<file path="src/rtl/smb_cmpl_pkg.sv">
package smb_cmpl_pkg;

  localparam int BC_W    = 8;
  localparam int ERR_W   = 3;
  localparam int WORD_W  = 32;
  localparam int VLD_BIT = 31;

  typedef enum logic [2:0] {
    ST_IDLE = 3'd0,
    ST_HDR  = 3'd1,
    ST_ADV  = 3'd2,
    ST_SNAP = 3'd3,
    ST_ERRW = 3'd4,
    ST_IRQ  = 3'd5
  } seq_st_t;

  function automatic logic [WORD_W-1:0] pack_hdr(input logic [BC_W-1:0] bc,
                                                 input logic [ERR_W-1:0] er);
    logic [WORD_W-1:0] w;
    w = '0;
    w[BC_W-1:0] = bc;
    w[BC_W+ERR_W-1:BC_W] = er;
    w[VLD_BIT] = 1'b1;
    return w;
  endfunction

  function automatic logic [WORD_W-1:0] pack_err(input logic [ERR_W-1:0] er);
    logic [WORD_W-1:0] w;
    w = '0;
    w[ERR_W-1:0] = er;
    w[VLD_BIT] = 1'b1;
    return w;
  endfunction

endpackage

</file>
<file path="src/rtl/smb_cmpl_seq.sv">
module smb_cmpl_seq
  import smb_cmpl_pkg::*;
(
  input  logic    clk,
  input  logic    rst_n,
  input  logic    evt_valid,
  input  logic    evt_err_any,
  input  logic    lat_err_any,
  input  logic    hdr_on_ok,
  input  logic    wr_ready,
  output seq_st_t state,
  output logic    accept,
  output logic    adv
);

  seq_st_t nxt;

  assign accept = (state == ST_IDLE) && evt_valid;
  assign adv    = (state == ST_ADV);

  always_comb begin
    nxt = state;
    case (state)
      ST_IDLE: if (evt_valid) nxt = (evt_err_any || hdr_on_ok) ? ST_HDR : ST_ADV;
      ST_HDR:  if (wr_ready) nxt = ST_ADV;
      ST_ADV:  nxt = ST_SNAP;
      ST_SNAP: if (wr_ready) nxt = lat_err_any ? ST_ERRW : ST_IRQ;
      ST_ERRW: if (wr_ready) nxt = ST_IRQ;
      ST_IRQ:  nxt = ST_IDLE;
      default: nxt = ST_IDLE;
    endcase
  end

  always_ff @(posedge clk or negedge rst_n) begin
    if (!rst_n) state <= ST_IDLE;
    else        state <= nxt;
  end

endmodule

</file>
<file path="src/rtl/smb_ring_ptr.sv">
module smb_ring_ptr #(
  parameter int AW = 16
) (
  input  logic          clk,
  input  logic          rst_n,
  input  logic [AW-1:0] base,
  input  logic [AW-1:0] words,
  input  logic          adv,
  output logic [AW-1:0] off,
  output logic [AW-1:0] head
);

  logic [AW:0] off_inc;

  assign off_inc = {1'b0, off} + {{AW{1'b0}}, 1'b1};
  assign head    = base + off;

  always_ff @(posedge clk or negedge rst_n) begin
    if (!rst_n) begin
      off <= '0;
    end else if (adv) begin
      if (off_inc >= {1'b0, words}) off <= '0;
      else                          off <= off_inc[AW-1:0];
    end
  end

endmodule

</file>
<file path="src/rtl/smb_word_fmt.sv">
module smb_word_fmt
  import smb_cmpl_pkg::*;
#(
  parameter int AW = 16
) (
  input  seq_st_t             state,
  input  logic [AW-1:0]       head,
  input  logic [AW-1:0]       snap_addr,
  input  logic [AW-1:0]       err_addr,
  input  logic [BC_W-1:0]     bcnt,
  input  logic [ERR_W-1:0]    err,
  output logic                wr_valid,
  output logic [AW-1:0]       wr_addr,
  output logic [WORD_W-1:0]   wr_data
);

  logic [WORD_W-1:0] snap_w;

  always_comb begin
    snap_w = WORD_W'(head);
    snap_w[VLD_BIT] = 1'b1;
  end

  always_comb begin
    wr_valid = 1'b0;
    wr_addr  = '0;
    wr_data  = '0;
    case (state)
      ST_HDR: begin
        wr_valid = 1'b1;
        wr_addr  = head;
        wr_data  = pack_hdr(bcnt, err);
      end
      ST_SNAP: begin
        wr_valid = 1'b1;
        wr_addr  = snap_addr;
        wr_data  = snap_w;
      end
      ST_ERRW: begin
        wr_valid = 1'b1;
        wr_addr  = err_addr;
        wr_data  = pack_err(err);
      end
      default: ;
    endcase
  end

endmodule

</file>
<file path="src/rtl/smb_cmpl_writer.sv">
module smb_cmpl_writer
  import smb_cmpl_pkg::*;
#(
  parameter int AW = 16
) (
  input  logic               clk,
  input  logic               rst_n,
  input  logic               evt_valid,
  input  logic [BC_W-1:0]    evt_bcnt,
  input  logic [ERR_W-1:0]   evt_err,
  input  logic [AW-1:0]      cfg_ring_base,
  input  logic [AW-1:0]      cfg_ring_words,
  input  logic               cfg_hdr_on_ok,
  input  logic [AW-1:0]      cfg_snap_addr,
  input  logic [AW-1:0]      cfg_err_addr,
  input  logic               cfg_irq_en,
  output logic               mw_valid,
  input  logic               mw_ready,
  output logic [AW-1:0]      mw_addr,
  output logic [WORD_W-1:0]  mw_data,
  output logic               irq_pulse
);

  seq_st_t           state;
  logic              accept;
  logic              adv;
  logic [BC_W-1:0]   lat_bcnt;
  logic [ERR_W-1:0]  lat_err;
  logic [AW-1:0]     head_off;
  logic [AW-1:0]     head_addr;

  always_ff @(posedge clk or negedge rst_n) begin
    if (!rst_n) begin
      lat_bcnt <= '0;
      lat_err  <= '0;
    end else if (accept) begin
      lat_bcnt <= evt_bcnt;
      lat_err  <= evt_err;
    end
  end

  smb_cmpl_seq u_seq (
    .clk         (clk),
    .rst_n       (rst_n),
    .evt_valid   (evt_valid),
    .evt_err_any (|evt_err),
    .lat_err_any (|lat_err),
    .hdr_on_ok   (cfg_hdr_on_ok),
    .wr_ready    (mw_ready),
    .state       (state),
    .accept      (accept),
    .adv         (adv)
  );

  smb_ring_ptr #(.AW(AW)) u_ptr (
    .clk   (clk),
    .rst_n (rst_n),
    .base  (cfg_ring_base),
    .words (cfg_ring_words),
    .adv   (adv),
    .off   (head_off),
    .head  (head_addr)
  );

  smb_word_fmt #(.AW(AW)) u_fmt (
    .state     (state),
    .head      (head_addr),
    .snap_addr (cfg_snap_addr),
    .err_addr  (cfg_err_addr),
    .bcnt      (lat_bcnt),
    .err       (lat_err),
    .wr_valid  (mw_valid),
    .wr_addr   (mw_addr),
    .wr_data   (mw_data)
  );

  assign irq_pulse = (state == ST_IRQ) && cfg_irq_en;

endmodule

</file>
<file path="config.mk">
export PLATFORM = sky130hd
export DESIGN_NAME = smb_cmpl_writer
export DESIGN_NICKNAME = d
export VERILOG_FILES = /design/src/rtl/smb_cmpl_pkg.sv /design/src/rtl/smb_cmpl_seq.sv /design/src/rtl/smb_ring_ptr.sv /design/src/rtl/smb_word_fmt.sv /design/src/rtl/smb_cmpl_writer.sv
export SDC_FILE = /design/constraint.sdc
export NUM_CORES = 1
export LEC_CHECK = 0
export ABC_CLOCK_PERIOD_IN_PS = 7800
export BUFFER_PORTS_ARGS = -buffer_cell sky130_fd_sc_hd__buf_2
export CORE_MARGIN = 2
export CORE_UTILIZATION = 53
export CTS_CLUSTER_SIZE = 8
export DETAILED_ROUTE_END_ITERATION = 16
export GPL_TIMING_DRIVEN = 0
export PLACE_DENSITY = 0.91
export SETUP_SLACK_MARGIN = 0.02
export SYNTH_ARGS = -nofsm -noshare
export SYNTH_HDL_FRONTEND = slang
export SYNTH_SLANG_ARGS = --single-unit
</file>
<file path="constraint.sdc">
create_clock -name clk -period 7.8 [get_ports clk]
set_input_delay 1.17 -clock clk [delete_from_list [all_inputs] [get_ports clk]]
set_output_delay 1.17 -clock clk [all_outputs]
set_load 0.01 [all_outputs]
</file>
Word-level counts from Yosys, hierarchy flattened

Cells that the tools add are included.

Bits of input ports: 81
Output and inout bits: 50
Bits in registers: 30
Word-level logic and storage cells: 35

Add/subtract/negate cells: 2
$lt $le $gt $ge: 1
Equal/unequal tests: 9
Reductions and logical operators: 8
Multiplexer cells: 11

Operator list:

| operator                                            | count |
|---|---|
| case mux 32 bit (3 select lines)                    | 1 |
| case mux 16 bit (3 select lines)                    | 1 |
| adder 16 x 1 -> 17 bit, second input constant       | 1 |
| >= comparator 17 x 16 -> 1 bit                      | 1 |
| adder 16 bit                                        | 1 |
| two-way mux 16 bit                                  | 1 |
| case mux 3 bit (5 select lines)                     | 1 |
| two-way mux 3 bit                                   | 4 |
| OR reduction 3 bit                                  | 3 |
| != test 2 bit, second input constant                | 4 |
| equality test 3 x 2 -> 1 bit, second input constant | 2 |
| equality test 3 bit, second input constant          | 2 |
| AND reduction 4 bit                                 | 1 |
| equality test 3 x 1 -> 1 bit, second input constant | 1 |
| zero test 3 bit                                     | 1 |
| logical AND 1 bit                                   | 2 |
| two-way mux 1 bit                                   | 2 |
| two-way mux 2 bit                                   | 1 |
| logical OR 1 bit                                    | 1 |

Logic depth before layout (Yosys ltp)

Gate-level depths: netlist of the first run.

Depth after elaboration: 5
Gate-level depth with buffers: 15
Gate-level depth less buffers: 14

Cells and area by module

Synthesis of the first run repeated with hierarchy kept, for this count alone.

Cells, all modules: 392
Area total of the unflattened synthesis: 3,524.6 µm²

Modules (own cells, without submodules):

| module          | instances | area each (µm²) | cells an instance |
|---|---|---|---|
| smb_ring_ptr    | 1         | 2,108.3         | 255 |
| smb_word_fmt    | 1         | 738.2           | 89 |
| smb_cmpl_writer | 1         | 470.5           | 26 |
| smb_cmpl_seq    | 1         | 207.7           | 22 |

Least setup slack after synthesis of the first run

Ideal clock, no wire load.

Path type: in2out
From: input port cfg_ring_base[0]
To: output port mw_addr[14]
Stages on the path: 9
Setup slack: 3,657 ps
Arrival time: 2,973 ps
Required time: 6,630 ps
Path through: ha_1 -> fa_1 -> a21o_1 -> a31oi_1 -> o21bai_1 -> a21oi_1 -> o21ai_0 -> xnor2_1 -> o21ai_0

Longest elaborated chain between the ends: 2

RTL lines:

| item                             | line                  | RTL |
|---|---|---|
| from (decl)                      | smb_cmpl_writer.sv:11 | `input logic [AW-1:0] cfg_ring_base,` |
| adder 16 bit                     | smb_ring_ptr.sv:16    | `assign head = base + off;` |
| case mux 16 bit (3 select lines) | smb_word_fmt.sv:28    | `case (state)` |
| to (decl)                        | smb_cmpl_writer.sv:19 | `output logic [AW-1:0] mw_addr,` |

Every way passes these cells.

Final worst setup path of the first run

Same ends and word-level chain as after synthesis.

==> results.cfg, run 1 <==
[logic_synthesis]
ys_warn_count = 0
yosysSeqAreaShare_pct = 23.4
synth_ff_type = dfrtp_1
synthArstFlopShare_pct = 100
synth_top_area_cell = dfrtp_1
netlist_top_cells_area = dfrtp_1 (23%), ha_1 (12%), o21ai_0 (6.4%), xnor2_1 (5.7%), nand2_1 (4.8%)
ys_types = 48
avgSynthCellArea_um2 = 8.08
synth_edf_count = 0
syn_inst = 398
yosysTopAreaCellShare_pct = 23.4
synth_commonest_cells = nand2_1 (41), o21ai_0 (41), ha_1 (32)
yosys_register_bits = 30
syn-cell-area_um2 = 3210

[drt]
wirelength_mm = 8.67
routedWlPerCell_um = 14.2
viasPerCell = 5.56
ant_nets = 0
first_iter_violations = 258
drc = 0
vias = 3389
dr.pass1.iters = 7

[pwr]
finalPower_mw = 1.17
vdd_drop_max_mv = 0.213
leakage_nw = 2.10
power_density_nw_per_um2 = 289

[placed_design]
placed_cells = 602
place_ws_ns = 3.34
place_area_um2 = 3940
dp_hpwl_mm = 7.13
globalplace.congestion = 0.907
io_buffers = 115

[layout]
utilization_pct = 68.5
final_area_um2 = 4030
n_fill_cell = 498
drive_above_1_share_pct = 29.2
area_delta_synth_final_pct = 25.4
multiInputGateArea_um2 = 2250
diodes = 0
final_nets = 648
stdcell_count = 610
area.sequential_um2 = 751

[sta]
setup_viol = 0
max_freq_mhz = 220
fin_crit_sh_pct = 58.2
finalHoldViolations = 0
finalMaxSlewViolations = 0
fin_tns_setup_ns = 0
rsz0062_at_grt = no
worst_pin_slew_ns = 0.678
finalCriticalPeriod_ns = 4.54
post-route-worst-setup-slack_ns = 3.26
relSlewSlack_pct = 54.8
skew_ns = 0.00310
hold_slack_ns = 0.505

[clock_network]
cts_tree = yes
holdBufCountCts = 0
htreeDepth = 2
cts_root_buffer = clkbuf_8
numCtsBuffers = 5
cts_resized = 0
cts.path.max_buffers = 2
clk_latency_ns = 0.29
cts_sinks = 30
clk_pin_slew_ns = 0.06
cts_setup_buffers = 0

[grt]
top_usage_layer = met2
met3_usage_pct = 5.05
grt_max_degree = 31
grt_pass1_vias = 3161
grt_usage_pct = 26.7
grt_antenna_before_repair = 0
overflow = 0
grt_pass1_wl_mm = 13.9
use_met1_pct = 29.4
use_met2_pct = 50.6

[run]
drv_cap = 0

[floorplanning]
io_pins = 131
die_height_um = 81.9
die_area_um2 = 6700
coreArea_um2 = 5890
die_w_um = 81.9
rows = 28
initial_utilization_pct = 54.6

[setup_path]
critPathLaunchType = primary input
crit_required_ns = 6.63
worstPathArrival_ns = 3.37
cp_max_fo = 3
cp-end-kind = output port
worstSetupPathType = in -> out

[run_status]
status = finished clean

[worst_hold_path]
holdCritPathClass = reg -> reg
==> per-layer routing <==
layer | vias to the layer above | part of all wire, %
met3 | 22 | 8.0
met4 | 0 | 1.9
met2 | 163 | 51
li1 | 1663 | -
met1 | 1541 | 40
met5 | - | 0
==> power by group <==
part | total, mW | switching, mW | internal, mW | leakage (nW)
sequential | 0.266 | 0.0576 | 0.209 | 0.375
clock | 0.130 | 0.0597 | 0.0707 | 0.0472
combinational | 0.770 | 0.438 | 0.332 | 1.68
total | 1.17 | 0.555 | 0.612 | 2.10
==> cell families after synthesis <==
logic type | share of synthesized area (%)
AO/OA/AOI/OAI | 22.8
XOR/XNOR | 7.63
adder cells (fa/ha/maj) | 13.1
buffers and inverters | 8.33
flip-flops | 23.4
multiplexers | 6.35
other | 0.117
AND/OR/NAND/NOR | 18.3
==> cell usage in the layout, fill, tap and decap left out, types with 6 or more instances in the layout <==
master / netlist / layout
conb_1: 1 / 15
clkbuf_1: 15 / 15
nand4_1: 6 / 6
nand3_1: 13 / 13
a22o_1: 6 / 6
dfrtp_1: 30 / 30
a21oi_1: 17 / 17
a21o_1: 10 / 10
ha_1: 32 / 32
o21ai_0: 41 / 41
clkbuf_8: 0 / 6
nand2b_1: 18 / 18
mux2_2: 11 / 11
inv_1: 22 / 22
buf_2: 1 / 116
mux2i_1: 8 / 8
xor2_1: 7 / 7
nor2_1: 21 / 21
xnor2_1: 21 / 21
buf_4: 15 / 15
nand2_1: 41 / 41
a22oi_1: 6 / 6
==> sequential cells by signal, summed over array words and instances, names as in the netlist <==
name / count
lat_bcnt: 8
u_seq.state: 3
u_ptr.off: 16
lat_err: 3
==> layout make-up <==
type / instances / share of cell area, %
flip-flops and latches: 30 / 18.6
plain buffers: 32 / 4.59
clock buffers: 6 / 2.05
repair buffers: 115 / 14.3
well taps: 75 / 2.33
inverters: 22 / 2.05
multi-input cells: 328 / 55.8
clock inverters: 2 / 0.310
==> final timing paths <==
| check | slack, ns | start | cells past startpoint | end |
|---|---|---|---|---|
| max in group asynchronous | 6.48 | rst_n | 1 | u_seq.state[2] |
| min | 0.50 | lat_bcnt[2] | 1 | lat_bcnt[2] |
| min reg2reg | 0.50 | lat_bcnt[2] | 1 | lat_bcnt[2] |
| max reg2reg | 4.18 | u_ptr.off[1] | 14 | u_ptr.off[6] |
| max | 3.26 | cfg_ring_base[0] | 11 | mw_addr[14] |
| min in group asynchronous | 0.90 | rst_n | 1 | lat_bcnt[0] |
==> worst max-delay path, stage by stage <==
cell and delay [ns]:
buf_2 0.10, ha_1 0.21, fa_1 0.42, a21o_1 0.21, a31oi_1 0.23, o21bai_1 0.13
a21oi_1 0.28, o21ai_0 0.18, xnor2_1 0.17, o21ai_0 0.14, buf_2 0.15
No activity file was read; power rests on OpenSTA's default activity.
==> inputs of run 2 (changes only) <==
--- a/config.mk
+++ b/config.mk
@@ -5,14 +5,14 @@
 export SDC_FILE = /design/constraint.sdc
 export NUM_CORES = 1
 export LEC_CHECK = 0
-export ABC_CLOCK_PERIOD_IN_PS = 7800
+export ABC_CLOCK_PERIOD_IN_PS = 4200
 export BUFFER_PORTS_ARGS = -buffer_cell sky130_fd_sc_hd__buf_2
 export CORE_MARGIN = 2
-export CORE_UTILIZATION = 53
+export CORE_UTILIZATION = 50
 export CTS_CLUSTER_SIZE = 8
 export DETAILED_ROUTE_END_ITERATION = 16
 export GPL_TIMING_DRIVEN = 0
-export PLACE_DENSITY = 0.91
+export PLACE_DENSITY = 0.86
 export SETUP_SLACK_MARGIN = 0.02
 export SYNTH_ARGS = -nofsm -noshare
 export SYNTH_HDL_FRONTEND = slang
==> constraint.sdc (replaced) <==
create_clock -name clk -period 4.2 [get_ports clk]
set_input_delay 0.63 -clock clk [delete_from_list [all_inputs] [get_ports clk]]
set_output_delay 0.63 -clock clk [all_outputs]
set_load 0.01 [all_outputs]
==> results.cfg, run 2 (synthesis gave the netlist of run 1 again) <==
[drt]
wirelength_mm = 8.45
dr.pass1.iters = 4
vias = 3294
routedWlPerCell_um = 13.8
first_iter_violations = 147
ant_nets = 0
drc = 0
viasPerCell = 5.38

[grt]
grt_pass1_vias = 3161
grt_max_degree = 31
grt_antenna_before_repair = 0
grt_usage_pct = 24.0
overflow = 0
grt_pass1_wl_mm = 14.0

[layout]
top_regs = u_ptr.off x16, lat_bcnt x8
final_cell_mix = buf_2 (116), nand2_1 (41), o21ai_0 (41)
area_delta_synth_final_pct = 25.4
largest_register_ffs = 16
final_common_cell = buf_2
top_register = u_ptr.off
diodes = 0
utilization_pct = 64.2
final_nets = 648
drive_above_1_share_pct = 29.0
n_fill_cell = 575

[setup_path]
crit_start = u_ptr.off[1]
cp_max_fo = 10
regToRegStartpoint = u_ptr.off[1]
worstSetupPathType = reg -> reg
rrSetupSlack_ns = 0.58
critPathLaunchType = flip-flop
crit_end = u_ptr.off[6]
crit_required_ns = 4.37
rr_worst_depth = 14
rr_endpoint = u_ptr.off[6]
cp-end-kind = flip-flop
worstPathArrival_ns = 3.79

[floorplanning]
initial_utilization_pct = 51.2
coreArea_um2 = 6280
io_pins = 131
die_height_um = 84.2
die_area_um2 = 7090
die_w_um = 84.2
rows = 29

[sta]
rsz0062_at_grt = no
fin_tns_setup_ns = 0
finalHoldViolations = 0
fin_crit_sh_pct = 86.1
worst_pin_slew_ns = 0.665
finalMaxSlewViolations = 0
relSlewSlack_pct = 55.6
setup_viol = 0
skew_ns = 0.00829
finalCriticalPeriod_ns = 3.62
max_freq_mhz = 277

[clock_network]
numCtsBuffers = 5
clk_pin_slew_ns = 0.07
cts_root_buffer = clkbuf_8
holdBufCountCts = 0
cts_tree = yes
cts.path.max_buffers = 2
cts_resized = 0
htreeDepth = 2
cts_setup_buffers = 0
clk_latency_ns = 0.29
cts_sinks = 30

[pwr]
seqPwrFrac_pct = 22.7
swShare_pct = 47.2
p_switching_mw = 1.02
finalPower_mw = 2.15
vdd_drop_max_mv = 0.384
p_clk_share_pct = 11.2
leakage_nw = 2.10
pwr-share-comb_pct = 66.0
p_int_mw = 1.14
power_density_nw_per_um2 = 534

[placed_design]
dp_hpwl_mm = 7.11
globalplace.congestion = 0.912
io_buffers = 115

[run]
drv_cap = 0

[worst_hold_path]
holdCritPathClass = in -> async

[run_status]
status = finished clean
## run 2: cell types whose count changed in the layout (fill, tap and decap cells not counted), sizes merged
cell,previous run,this run
clkbuf,21,22
clkinvlp,1,0
## run 2: final cells by class
type	count	area (um^2)	share of cell area, %
inverter	22	82.6	2.05
buffer	32	185	4.59
sequential	30	751	18.6
timing repair buffer	115	576	14.3
multi-input combinational	328	2250	55.8
clock inverter	1	5.00	0.124
clock buffer	7	86.3	2.14
tap	77	96.3	2.39
## run 2: how the worst min path moves through the flow
| stage | from | depth (start not counted) | slack [ns] | endpoint |
|---|---|---|---|---|
| after floorplan | rst_n | 0 | 0.33 | lat_bcnt[0] |
| after global placement | lat_bcnt[2] | 1 | 0.48 | lat_bcnt[2] |
| after detailed placement | lat_bcnt[1] | 1 | 0.50 | lat_bcnt[1] |
| after global routing | rst_n | 1 | 0.41 | u_seq.state[2] |
| after CTS | rst_n | 1 | 0.39 | u_seq.state[2] |
| final | rst_n | 1 | 0.37 | u_seq.state[2] |
## run 2: routing by layer
layer	GRT usage, %	part of all wire, %
met1	28.6	41
met2	43.4	49
met3	4.03	7.3
met4	8.65	2.1
met5	0	0
## run 2: metrics by stage
step	area [um^2]	hold slack, ns	worst slack (ns)	cells
floorplan	3270	0.334	1.14	412
finish	4030	0.368	0.584	612
global placement	3940	0.483	0.702	604
CTS	4030	0.388	0.597	612
detailed placement	3940	0.497	0.614	604
global route	4030	0.413	0.247	612
## run 2: worst max-delay path: stages, from the launching register on
cell and delay (ns):
dfrtp_1 0.45, ha_1 0.18, clkbuf_1 0.29, nand3_1 0.27, nand2b_1 0.24, xnor2_1 0.16, ha_1 0.31, nand4_1 0.18
nor4_1 0.35, nor4_1 0.09, a31oi_1 0.30, o21bai_1 0.21, buf_2 0.25, a21oi_1 0.07, a21o_1 0.16
## run 2: power groups by stage
stage / Sequential (mW) / Clock, mW / Combinational [mW]
after floorplan: 0.461 / 0 / 0.975
after global placement: 0.485 / 0 / 1.38
after CTS: 0.488 / 0.244 / 1.43
after global routing: 0.507 / 0.256 / 1.58
final: 0.489 / 0.242 / 1.42
after detailed placement: 0.493 / 0 / 1.42
